[config.mk]
export PLATFORM = sky130hd
export DESIGN_NAME = pwm_dbuf_channel
export DESIGN_NICKNAME = d
export VERILOG_FILES = /design/src/rtl/pwm_dbuf_pkg.sv /design/src/rtl/pwm_dbuf_shadow.sv /design/src/rtl/pwm_dbuf_counter.sv /design/src/rtl/pwm_dbuf_wave.sv /design/src/rtl/pwm_dbuf_channel.sv
export SDC_FILE = /design/constraint.sdc
export NUM_CORES = 1
export LEC_CHECK = 0
export ABC_CLOCK_PERIOD_IN_PS = 3200
export BUFFER_PORTS_ARGS = -buffer_cell sky130_fd_sc_hd__buf_2
export CAP_MARGIN = 0
export CORE_ASPECT_RATIO = 0.7
export CORE_MARGIN = 4
export CORE_UTILIZATION = 55
export DETAILED_ROUTE_END_ITERATION = 7
export GPL_TIMING_DRIVEN = 0
export PLACE_DENSITY = 0.76
export SKIP_LAST_GASP = 1
export SYNTH_ARGS = -nofsm -noshare
export SYNTH_HDL_FRONTEND = slang
export SYNTH_SLANG_ARGS = --single-unit
[constraint.sdc]
create_clock -name clk -period 3.2 [get_ports clk]
set_input_delay 0.48 -clock clk [delete_from_list [all_inputs] [get_ports clk]]
set_output_delay 0.48 -clock clk [all_outputs]
set_load 0.05 [all_outputs]
[src/rtl/pwm_dbuf_pkg.sv]
package pwm_dbuf_pkg;

    localparam int ADDR_W = 3;

    localparam logic [ADDR_W-1:0] ADR_CTRL    = 3'd0;
    localparam logic [ADDR_W-1:0] ADR_CNT_LO  = 3'd1;
    localparam logic [ADDR_W-1:0] ADR_CNT_HI  = 3'd2;
    localparam logic [ADDR_W-1:0] ADR_PER_LO  = 3'd3;
    localparam logic [ADDR_W-1:0] ADR_PER_HI  = 3'd4;
    localparam logic [ADDR_W-1:0] ADR_DUTY_LO = 3'd5;
    localparam logic [ADDR_W-1:0] ADR_DUTY_HI = 3'd6;

    localparam int CTRL_W = 3;

    typedef struct packed {
        logic wide_mode;
        logic pol;
        logic en;
    } ctrl_t;

endpackage

[src/rtl/pwm_dbuf_shadow.sv]
module pwm_dbuf_shadow #(
    parameter  int HALF_W = 8,
    localparam int FULL_W = 2 * HALF_W
) (
    input  logic              clk,
    input  logic              rst_n,
    input  logic              chan_en,
    input  logic              load_evt,
    input  logic              lo_we,
    input  logic              hi_we,
    input  logic [HALF_W-1:0] lo_val,
    input  logic [HALF_W-1:0] hi_val,
    output logic [FULL_W-1:0] buf_q,
    output logic [FULL_W-1:0] act_q
);

    typedef struct packed {
        logic [FULL_W-1:0] bufv;
        logic [FULL_W-1:0] act;
    } shadow_t;

    shadow_t st_d, st_q;

    always_comb begin
        st_d = st_q;
        if (lo_we) st_d.bufv[HALF_W-1:0]      = lo_val;
        if (hi_we) st_d.bufv[FULL_W-1:HALF_W] = hi_val;
        if (!chan_en || load_evt) st_d.act = st_d.bufv;
    end

    always_ff @(posedge clk or negedge rst_n) begin
        if (!rst_n) st_q <= '0;
        else        st_q <= st_d;
    end

    assign buf_q = st_q.bufv;
    assign act_q = st_q.act;

    AST_ACT_FROZEN: assert property (@(posedge clk) disable iff (!rst_n)
        chan_en && !load_evt |=> $stable(act_q));

    AST_ACT_TRACKS: assert property (@(posedge clk) disable iff (!rst_n)
        !chan_en |=> act_q == buf_q);

endmodule

[src/rtl/pwm_dbuf_counter.sv]
module pwm_dbuf_counter #(
    parameter  int HALF_W = 8,
    localparam int FULL_W = 2 * HALF_W
) (
    input  logic              clk,
    input  logic              rst_n,
    input  logic              clr,
    input  logic              run,
    input  logic              wide_mode,
    input  logic [FULL_W-1:0] per_eff,
    output logic [FULL_W-1:0] cnt_q,
    output logic              period_end
);

    typedef struct packed {
        logic [FULL_W-1:0] cnt;
    } cnt_state_t;

    cnt_state_t st_d, st_q;
    logic [FULL_W-1:0] mask;
    logic [FULL_W-1:0] last;

    always_comb begin
        mask       = wide_mode ? {FULL_W{1'b1}} : {{HALF_W{1'b0}}, {HALF_W{1'b1}}};
        last       = (per_eff - FULL_W'(1)) & mask;
        period_end = run && (st_q.cnt == last);
        st_d       = st_q;
        if (clr)
            st_d.cnt = '0;
        else if (run)
            st_d.cnt = period_end ? '0 : ((st_q.cnt + FULL_W'(1)) & mask);
    end

    always_ff @(posedge clk or negedge rst_n) begin
        if (!rst_n) st_q <= '0;
        else        st_q <= st_d;
    end

    assign cnt_q = st_q.cnt;

    AST_CLEAR_ON_WRITE: assert property (@(posedge clk) disable iff (!rst_n)
        clr |=> cnt_q == '0);

    AST_HOLD_NO_RUN: assert property (@(posedge clk) disable iff (!rst_n)
        !run && !clr |=> $stable(cnt_q));

    AST_END_WRAP: assert property (@(posedge clk) disable iff (!rst_n)
        period_end && !clr |=> cnt_q == '0);

    AST_STEP_ONE: assert property (@(posedge clk) disable iff (!rst_n)
        run && !clr && !period_end && wide_mode |=> cnt_q == $past(cnt_q) + FULL_W'(1));

endmodule

[src/rtl/pwm_dbuf_wave.sv]
module pwm_dbuf_wave #(
    parameter  int HALF_W = 8,
    localparam int FULL_W = 2 * HALF_W
) (
    input  logic              en,
    input  logic              pol,
    input  logic [FULL_W-1:0] cnt,
    input  logic [FULL_W-1:0] per_eff,
    input  logic [FULL_W-1:0] duty_eff,
    output logic              level
);

    logic asserted;

    always_comb begin
        asserted = en && (per_eff != '0) && (cnt < duty_eff);
        if (!en || per_eff == '0)
            level = ~pol;
        else
            level = pol ? asserted : ~asserted;
    end

endmodule

[src/rtl/pwm_dbuf_channel.sv]
module pwm_dbuf_channel
    import pwm_dbuf_pkg::*;
#(
    parameter  int HALF_W = 8,
    localparam int FULL_W = 2 * HALF_W
) (
    input  logic              clk,
    input  logic              rst_n,
    input  logic              tick,
    input  logic              reg_we,
    input  logic              reg_wide,
    input  logic [ADDR_W-1:0] reg_addr,
    input  logic [FULL_W-1:0] reg_wdata,
    input  logic [ADDR_W-1:0] rd_addr,
    output logic [HALF_W-1:0] rd_data,
    output logic              pwm_out
);

    localparam int NUM_SH = 2;  // 0: period, 1: duty

    typedef struct packed {
        ctrl_t ctrl;
    } top_state_t;

    top_state_t st_d, st_q;

    logic              ctrl_we;
    logic              cnt_clr;
    logic              dis_evt;
    logic              period_end;
    logic              load_evt;
    logic [FULL_W-1:0] cnt_q;
    logic [FULL_W-1:0] sh_buf [NUM_SH];
    logic [FULL_W-1:0] sh_act [NUM_SH];
    logic [FULL_W-1:0] sh_eff [NUM_SH];

    always_comb begin
        ctrl_we = reg_we && (reg_addr == ADR_CTRL);
        cnt_clr = reg_we && ((reg_addr == ADR_CNT_LO) || (reg_addr == ADR_CNT_HI));
        st_d    = st_q;
        if (ctrl_we) st_d.ctrl = ctrl_t'(reg_wdata[CTRL_W-1:0]);
        dis_evt  = st_q.ctrl.en && !st_d.ctrl.en;
        load_evt = period_end || cnt_clr || dis_evt;
    end

    always_ff @(posedge clk or negedge rst_n) begin
        if (!rst_n) st_q <= '0;
        else        st_q <= st_d;
    end

    for (genvar g = 0; g < NUM_SH; g++) begin : g_shadow
        localparam logic [ADDR_W-1:0] LO_ADR = ADDR_W'(ADR_PER_LO + 2 * g);
        localparam logic [ADDR_W-1:0] HI_ADR = ADDR_W'(ADR_PER_LO + 2 * g + 1);

        logic              lo_we;
        logic              hi_we;
        logic [HALF_W-1:0] hi_val;

        always_comb begin
            lo_we  = reg_we && (reg_addr == LO_ADR);
            hi_we  = reg_we && ((reg_addr == HI_ADR) || ((reg_addr == LO_ADR) && reg_wide));
            hi_val = (reg_addr == HI_ADR) ? reg_wdata[HALF_W-1:0] : reg_wdata[FULL_W-1:HALF_W];
        end

        pwm_dbuf_shadow #(.HALF_W(HALF_W)) u_shadow (
            .clk      (clk),
            .rst_n    (rst_n),
            .chan_en  (st_q.ctrl.en),
            .load_evt (load_evt),
            .lo_we    (lo_we),
            .hi_we    (hi_we),
            .lo_val   (reg_wdata[HALF_W-1:0]),
            .hi_val   (hi_val),
            .buf_q    (sh_buf[g]),
            .act_q    (sh_act[g])
        );

        assign sh_eff[g] = st_q.ctrl.wide_mode ? sh_act[g]
                                               : {{HALF_W{1'b0}}, sh_act[g][HALF_W-1:0]};
    end

    pwm_dbuf_counter #(.HALF_W(HALF_W)) u_counter (
        .clk        (clk),
        .rst_n      (rst_n),
        .clr        (cnt_clr),
        .run        (st_q.ctrl.en && tick),
        .wide_mode  (st_q.ctrl.wide_mode),
        .per_eff    (sh_eff[0]),
        .cnt_q      (cnt_q),
        .period_end (period_end)
    );

    pwm_dbuf_wave #(.HALF_W(HALF_W)) u_wave (
        .en       (st_q.ctrl.en),
        .pol      (st_q.ctrl.pol),
        .cnt      (cnt_q),
        .per_eff  (sh_eff[0]),
        .duty_eff (sh_eff[1]),
        .level    (pwm_out)
    );

    always_comb begin
        unique case (rd_addr)
            ADR_CTRL:    rd_data = HALF_W'(st_q.ctrl);
            ADR_CNT_LO:  rd_data = cnt_q[HALF_W-1:0];
            ADR_CNT_HI:  rd_data = cnt_q[FULL_W-1:HALF_W];
            ADR_PER_LO:  rd_data = sh_buf[0][HALF_W-1:0];
            ADR_PER_HI:  rd_data = sh_buf[0][FULL_W-1:HALF_W];
            ADR_DUTY_LO: rd_data = sh_buf[1][HALF_W-1:0];
            ADR_DUTY_HI: rd_data = sh_buf[1][FULL_W-1:HALF_W];
            default:     rd_data = '0;
        endcase
    end

    AST_IDLE_LEVEL: assert property (@(posedge clk) disable iff (!rst_n)
        !st_q.ctrl.en |-> pwm_out == !st_q.ctrl.pol);

    AST_DISABLE_LOADS: assert property (@(posedge clk) disable iff (!rst_n)
        dis_evt |=> sh_act[0] == sh_buf[0] && sh_act[1] == sh_buf[1]);

endmodule

==> results of run 1 <==
==> timing repair <==
item	CTS	global route
resized for setup	28	19
setup buffers	11	10
setup endpoints to repair	42	47
pin swaps	6	14
cloned	1	1
==> cell usage after synthesis (2+ instances only) <==
cell and number:
a2111oi_0 2, a21o_1 9, a21oi_1 31, a221oi_1 4, a22oi_1 3, a31oi_1 5
a32oi_1 6, a41oi_1 4, and3_1 9, buf_1 3, buf_2 3, buf_8 3
clkbuf_1 15, dfrtp_1 83, ha_1 17, inv_1 17, mux2_2 29, mux2_4 30
mux2i_1 25, nand2_1 46, nand2b_1 6, nand3_1 16, nand3b_1 3, nand4_1 8
nand4_4 2, nor2_1 38, nor2b_1 8, nor3_1 15, nor3b_1 2, nor4_1 5
nor4_2 2, o2111ai_1 2, o211a_1 2, o21ai_0 20, o21ai_1 3, o22ai_1 2
o31ai_1 4, or2_2 4, or3_1 2, xnor2_1 7, xor2_1 10
==> per-layer routing <==
layer  routed length, microns  track usage [%]
met4                      495             9.29
met2                     7500             43.6
met1                     7240             42.8
met5                        0                0
met3                     1820             9.52
==> worst paths after layout <==
check                                                    from                        endpoint  slack, ps  cells past startpoint
max in group asynchronous                               rst_n                         st_q[2]       2470                      2
worst max register to register  g_shadow[0].u_shadow.act_q[1]   g_shadow[0].u_shadow.act_q[3]        -10                     11
min in group clk                                 reg_wdata[5]   g_shadow[0].u_shadow.buf_q[5]        450                      2
worst max-delay path            g_shadow[0].u_shadow.act_q[1]   g_shadow[0].u_shadow.act_q[3]        -10                     11
worst min register to register  g_shadow[1].u_shadow.act_q[5]   g_shadow[1].u_shadow.act_q[5]        510                      1
worst min-delay path                                    rst_n  g_shadow[0].u_shadow.buf_q[14]        100                      1
==> cell type report <==
class	instances	area share, %
multi-input cells	407	51.1
flip-flops and latches	83	32.2
repair buffers	59	6.84
clock buffers	14	3.92
well taps	128	2.47
plain buffers	19	1.99
inverters	17	0.986
clock inverters	2	0.541
==> power groups by stage <==
stage / Combinational (mW) / Clock (mW) / Sequential (mW)
3_5_place_dp: 1.60 / 0 / 1.61
6_report: 1.91 / 1.04 / 1.65
4_1_cts: 1.76 / 1.04 / 1.61
3_3_place_gp: 1.56 / 0 / 1.60
2_1_floorplan: 1.27 / 0 / 1.50
5_1_grt: 2.05 / 1.09 / 1.69
==> cell families after synthesis <==
kind of cell    count (synthesis)  share of synthesized area (%)
simple gates                  177                           17.7
compound gates                111                           14.2
mux                            85                           19.4
flops                          83                           38.3
buf+inv                        42                           3.74
xor+xnor                       17                           2.75
fa+ha+maj                      17                           3.92
==> registers in the layout (all words and copies together), names as in the netlist <==
signal	cells
g_shadow.u_shadow.act_q	32
u_counter.cnt_q	16
st_q	3
g_shadow.u_shadow.buf_q	32
==> layout by cell type, fill, tap and decap left out, drive strengths merged, types with 16 or more instances in the layout <==
| cell | instances |
|---|---|
| nand3 | 16 |
| nor2 | 38 |
| clkbuf | 25 |
| a21oi | 31 |
| o21ai | 23 |
| dfrtp | 83 |
| inv | 17 |
| nand2 | 46 |
| mux2 | 59 |
| mux2i | 25 |
| buf | 66 |
| ha | 17 |
==> results.cfg, run 1 <==
[yosys]
ys_ff_latch = 83
ys_warn_count = 0
synth-async-reset-ratio_pct = 100
synth_sequential_area_ratio_pct = 38.3
yosys-top-cells-area = dfrtp_1 38%, mux2_4 8.3%, mux2_2 6.0%
synth_cell_type_count = 68
synth_flop_cell = dfrtp_1
yosysTopAreaCellShare_pct = 38.3
avgSynthCellArea_sq_um = 10.2
syn_area_sq_mm = 0.00542
syn_inst = 532
synth-edff-count = 0
synth_area_leader_cell = dfrtp_1
syn_nets = 576

[setup_path]
arrival_ps = 3440
path_buf_inv = 2
crit_path_frequent_cell = nand4_4
worstPathMaxFanout = 5
worstPathCellList = inv_2, ha_4, or4b_4, o41ai_4, nand3_1, a211o_1, o211ai_2, nand4_4, nand4_4, bufbuf_16, mux2_4
slowest_stage = or4b_4
cp-start-kind = flop
slowest_delay_ps = 540
cp.required_ps = 3430
critPathCaptureType = flop
worstSetupPathType = flop to flop
critical_path.top_delay_family = simple AND/OR/NAND/NOR gates

[die]
io_pins = 36
die_area_sq_mm = 0.0115
die_w_microns = 127
core-area_sq_mm = 0.00965
die_h_microns = 91.1
rows = 30
initial_core_util_pct = 56.2

[global_routing]
antenna_found_initial = 0
grt_pass1_wl_microns = 26500
grt_pass1_vias = 4691
track_usage_pct = 30.0
grt_max_degree = 50
grt-ovfl-total = 0

[sta]
setup_slack_ps = -14.4
rsz0062_at_grt = yes
slew_headroom_pct = 38.2
fin_skew_ps = 5.85
tns_ps = -113
tightest_slew_ps = 919
hold_slack_ps = 96.2
finalCritPeriodShare_pct = 100
setup_viol = 16
hold_viol = 0
max_freq_mhz = 311
finalCriticalPeriod_ps = 3210
drv_slew = 0

[layout]
fill_cells = 718
finalNetCount = 640
fin_cells = 729
seq_area_sq_mm = 0.00208
syn_to_final_growth_pct = 19.4
final_core_util_pct = 67.1
multi_input_area_sq_mm = 0.00331
layout-drive-gt1-share_pct = 30.1
diodes = 0
fin_area_sq_mm = 0.00647

[power_and_ir_drop]
p_comb_share_pct = 41.5
power_density_mw_per_mm2 = 711
p_int_mw = 2.85
p_leak_nw = 2.95
swShare_pct = 38.0
pwr-share-seq_pct = 35.9
ir_drop_mv = 0.394
switching_power_mw = 1.75
power_mw = 4.60
clkPwrFrac_pct = 22.6

[placement]
dp_cells = 696
portBuffers = 35
pre_cts_slack_ps = -578
dpl_cell_area_sq_mm = 0.00580
place_hpwl_microns = 11800
gp_congestion = 0.950

[run_status]
violations = negative setup slack
status = complete, but fails checks

[route]
dr.pass1.iters = 5
postRouteAntennaNets = 0
drc_errors = 0
wl_per_cell_microns = 23.4
num_vias = 4803
viasPerCell = 6.59
drt-initial-drc-count = 476
wl_microns = 17100

[clock_tree]
htree_levels = 3
hold_buffers = 0
clockBufferDepth = 2
clock_latency_ps = 340
cts_root_buf = clkbuf_16
cts_tree = done
cts_buffers = 9
path_clk_slew_ps = 60
clkSinkCount = 83

[min_path]
hold_class = input pin to asynchronous set/reset pin

[flow_run]
maxCapViolations = 0
(Power assumes the default switching activity.)
==> run 2: changes to the inputs <==
--- a/config.mk
+++ b/config.mk
@@ -14,6 +14,7 @@
 export DETAILED_ROUTE_END_ITERATION = 7
 export GPL_TIMING_DRIVEN = 0
 export PLACE_DENSITY = 0.76
+export REMOVE_ABC_BUFFERS = 1
 export SKIP_LAST_GASP = 1
 export SYNTH_ARGS = -nofsm -noshare
 export SYNTH_HDL_FRONTEND = slang
==> run 2 against run 1 <==
The run now ends clean. Final cell count shrank 0.82%. Clock-buffer cell count decreased by 4. Flip-flop and latch count unchanged. Sequential power increased by 3%. Hold slack improved by 12 ps. Utilization up 0.21 points. Critical path depth unchanged. Routed wire length is 3.8% lower. Sequential share of layout area about the same.
==> results.cfg, run 2 (synthesis gave the netlist of run 1 again) <==
[layout]
layout-drive-gt1-share_pct = 33.1
fin_cells = 723
finalNetCount = 634
multi_input_area_sq_mm = 0.00331
final_cell_mix = 74 x dfrtp_1, 44 x nand2_1, 38 x nor2_1
fill_cells = 691
layout_commonest_cell = dfrtp_1
seq_area_sq_mm = 0.00209
diodes = 0
syn_to_final_growth_pct = 19.8

[sta]
finalCritPeriodShare_pct = 98.9
fin_skew_ps = 4.40
drv_slew = 0
tightest_slew_ps = 1390
hold_slack_ps = 108
rsz0062_at_grt = yes
slew_headroom_pct = 6.69
setup_viol = 0
max_freq_mhz = 316
finalCriticalPeriod_ps = 3160
hold_viol = 0

[placement]
place_hpwl_microns = 10600
gp_congestion = 0.939
dp_cells = 671
portBuffers = 35

[power_and_ir_drop]
p_comb_share_pct = 38.8
p_int_mw = 2.98
ir_drop_mv = 0.379
clkPwrFrac_pct = 25.4
pwr-share-seq_pct = 35.9
switching_power_mw = 1.76
power_density_mw_per_mm2 = 730
p_leak_nw = 2.97
swShare_pct = 37.2

[global_routing]
grt_pass1_wl_microns = 24400
grt-ovfl-total = 0
antenna_found_initial = 0
grt_max_degree = 44
track_usage_pct = 27.7
grt_pass1_vias = 4390

[route]
wl_per_cell_microns = 22.7
num_vias = 4683
dr_wl_met3_microns = 1700
wl_met2_microns = 7170
highest-signal-layer = met4
viasPerCell = 6.48
drc_errors = 0
postRouteAntennaNets = 0
drt-initial-drc-count = 455
wl_microns = 16400
dr.pass1.iters = 5
m1WireLength_microns = 7160

[die]
rows = 30
die_h_microns = 91.1
die_w_microns = 127
die_area_sq_mm = 0.0115
initial_core_util_pct = 56.2
io_pins = 36
core-area_sq_mm = 0.00965

[setup_path]
cp-start-kind = flop
slowest_delay_ps = 530
worstPathCellList = inv_2, ha_4, or4b_4, o41ai_4, nand3_1, a211o_1, o211ai_2, nand4_4, nand4_4, buf_12, mux2_4
arrival_ps = 3390
cp.required_ps = 3430
critPathCaptureType = flop
crit_path_frequent_cell = nand4_4
worstPathMaxFanout = 7
worstSetupPathType = flop to flop
slowest_stage = or4b_4

[clock_tree]
clock_latency_ps = 350
cts_tree = done
clockBufferDepth = 2
cts_root_buf = clkbuf_16
clkSinkCount = 83
cts_buffers = 9
path_clk_slew_ps = 60
htree_levels = 3

[min_path]
hold_class = input pin to asynchronous set/reset pin

[flow_run]
maxCapViolations = 0

[run_status]
status = finished clean
[run 2: changes by cell type in the layout (fill, tap and decap cells not counted), moves of 2 or more]
cell and change:
buf_2 -2, buf_1 -2, o31ai_2 -2, clkbuf_1 -13, buf_4 +11, dfrtp_1 -5, dfrtp_2 +4, o31ai_1 +2
bufinv_16 +2, buf_6 -2
[run 2: power by group through the flow]
stage | Clock [mW] | Sequential (mW) | Combinational (mW)
finish | 1.20 | 1.70 | 1.84
global route | 1.25 | 1.72 | 1.98
CTS | 1.20 | 1.68 | 1.63
detailed placement | 0 | 1.70 | 1.43
global placement | 0 | 1.68 | 1.38
floorplan | 0 | 1.56 | 1.13
[run 2: metrics by stage]
step	worst slack (ps)	total power, mW	utilization, %	TNS, ps	area (sq um)
detailed placement	-651	3.13	58.5	-21210	5650
global route	-59.9	4.96	67.3	-958	6490
floorplan	-82.3	2.70	-	-2580	5280
global placement	-538	3.07	58.2	-18070	5620
CTS	-12.6	4.50	64.9	-52.6	6260
finish	35.2	4.74	67.3	0	6490
[run 2: layer usage]
metal  vias to the layer above  global-route usage, %
met3                        35                   9.70
met1                      2329                   40.0
met4                         0                   8.48
met5                         -                      0
met2                       233                   39.0
li1                       2086                      -
[run 2: what timing repair did]
action,CTS,global route
pin swaps,3,15
hold buffers,0,0
gates resized for setup,19,23
buffers inserted,15,19
setup endpoints to repair,44,47
gates cloned,2,0
[run 2: worst max-delay path, delay by kind of cell (launching register included)]
family	cells	cell delay (ps)
adders and majority gates	1	150
AOI/OAI and AO/OA	3	800
buffers and inverters	2	280
and+or+nand+nor	4	1030
muxes	1	310
DFF	1	450
[run 2: final timing paths]
kind,startpoint,endpoint,slack [ps],depth (start not counted)
worst max-delay path,g_shadow[0].u_shadow.act_q[1],g_shadow[0].u_shadow.act_q[0],40,11
worst min-delay path,rst_n,g_shadow[1].u_shadow.act_q[4],110,1
worst max register to register,g_shadow[0].u_shadow.act_q[1],g_shadow[0].u_shadow.act_q[0],40,11
worst min register to register,g_shadow[1].u_shadow.act_q[11],g_shadow[1].u_shadow.act_q[11],520,1
max in group asynchronous,rst_n,st_q[2],2430,2
min in group clk,reg_wdata[0],st_q[0],460,3
[run 2: area by class of cell]
| type | count | area share, % |
|---|---|---|
| clock buffer | 10 | 3.53 |
| clock inverter | 6 | 1.73 |
| multi-input combinational | 408 | 51.0 |
| timing repair buffer | 71 | 8.07 |
| sequential | 83 | 32.2 |
| inverter | 17 | 0.983 |
| tap | 128 | 2.47 |
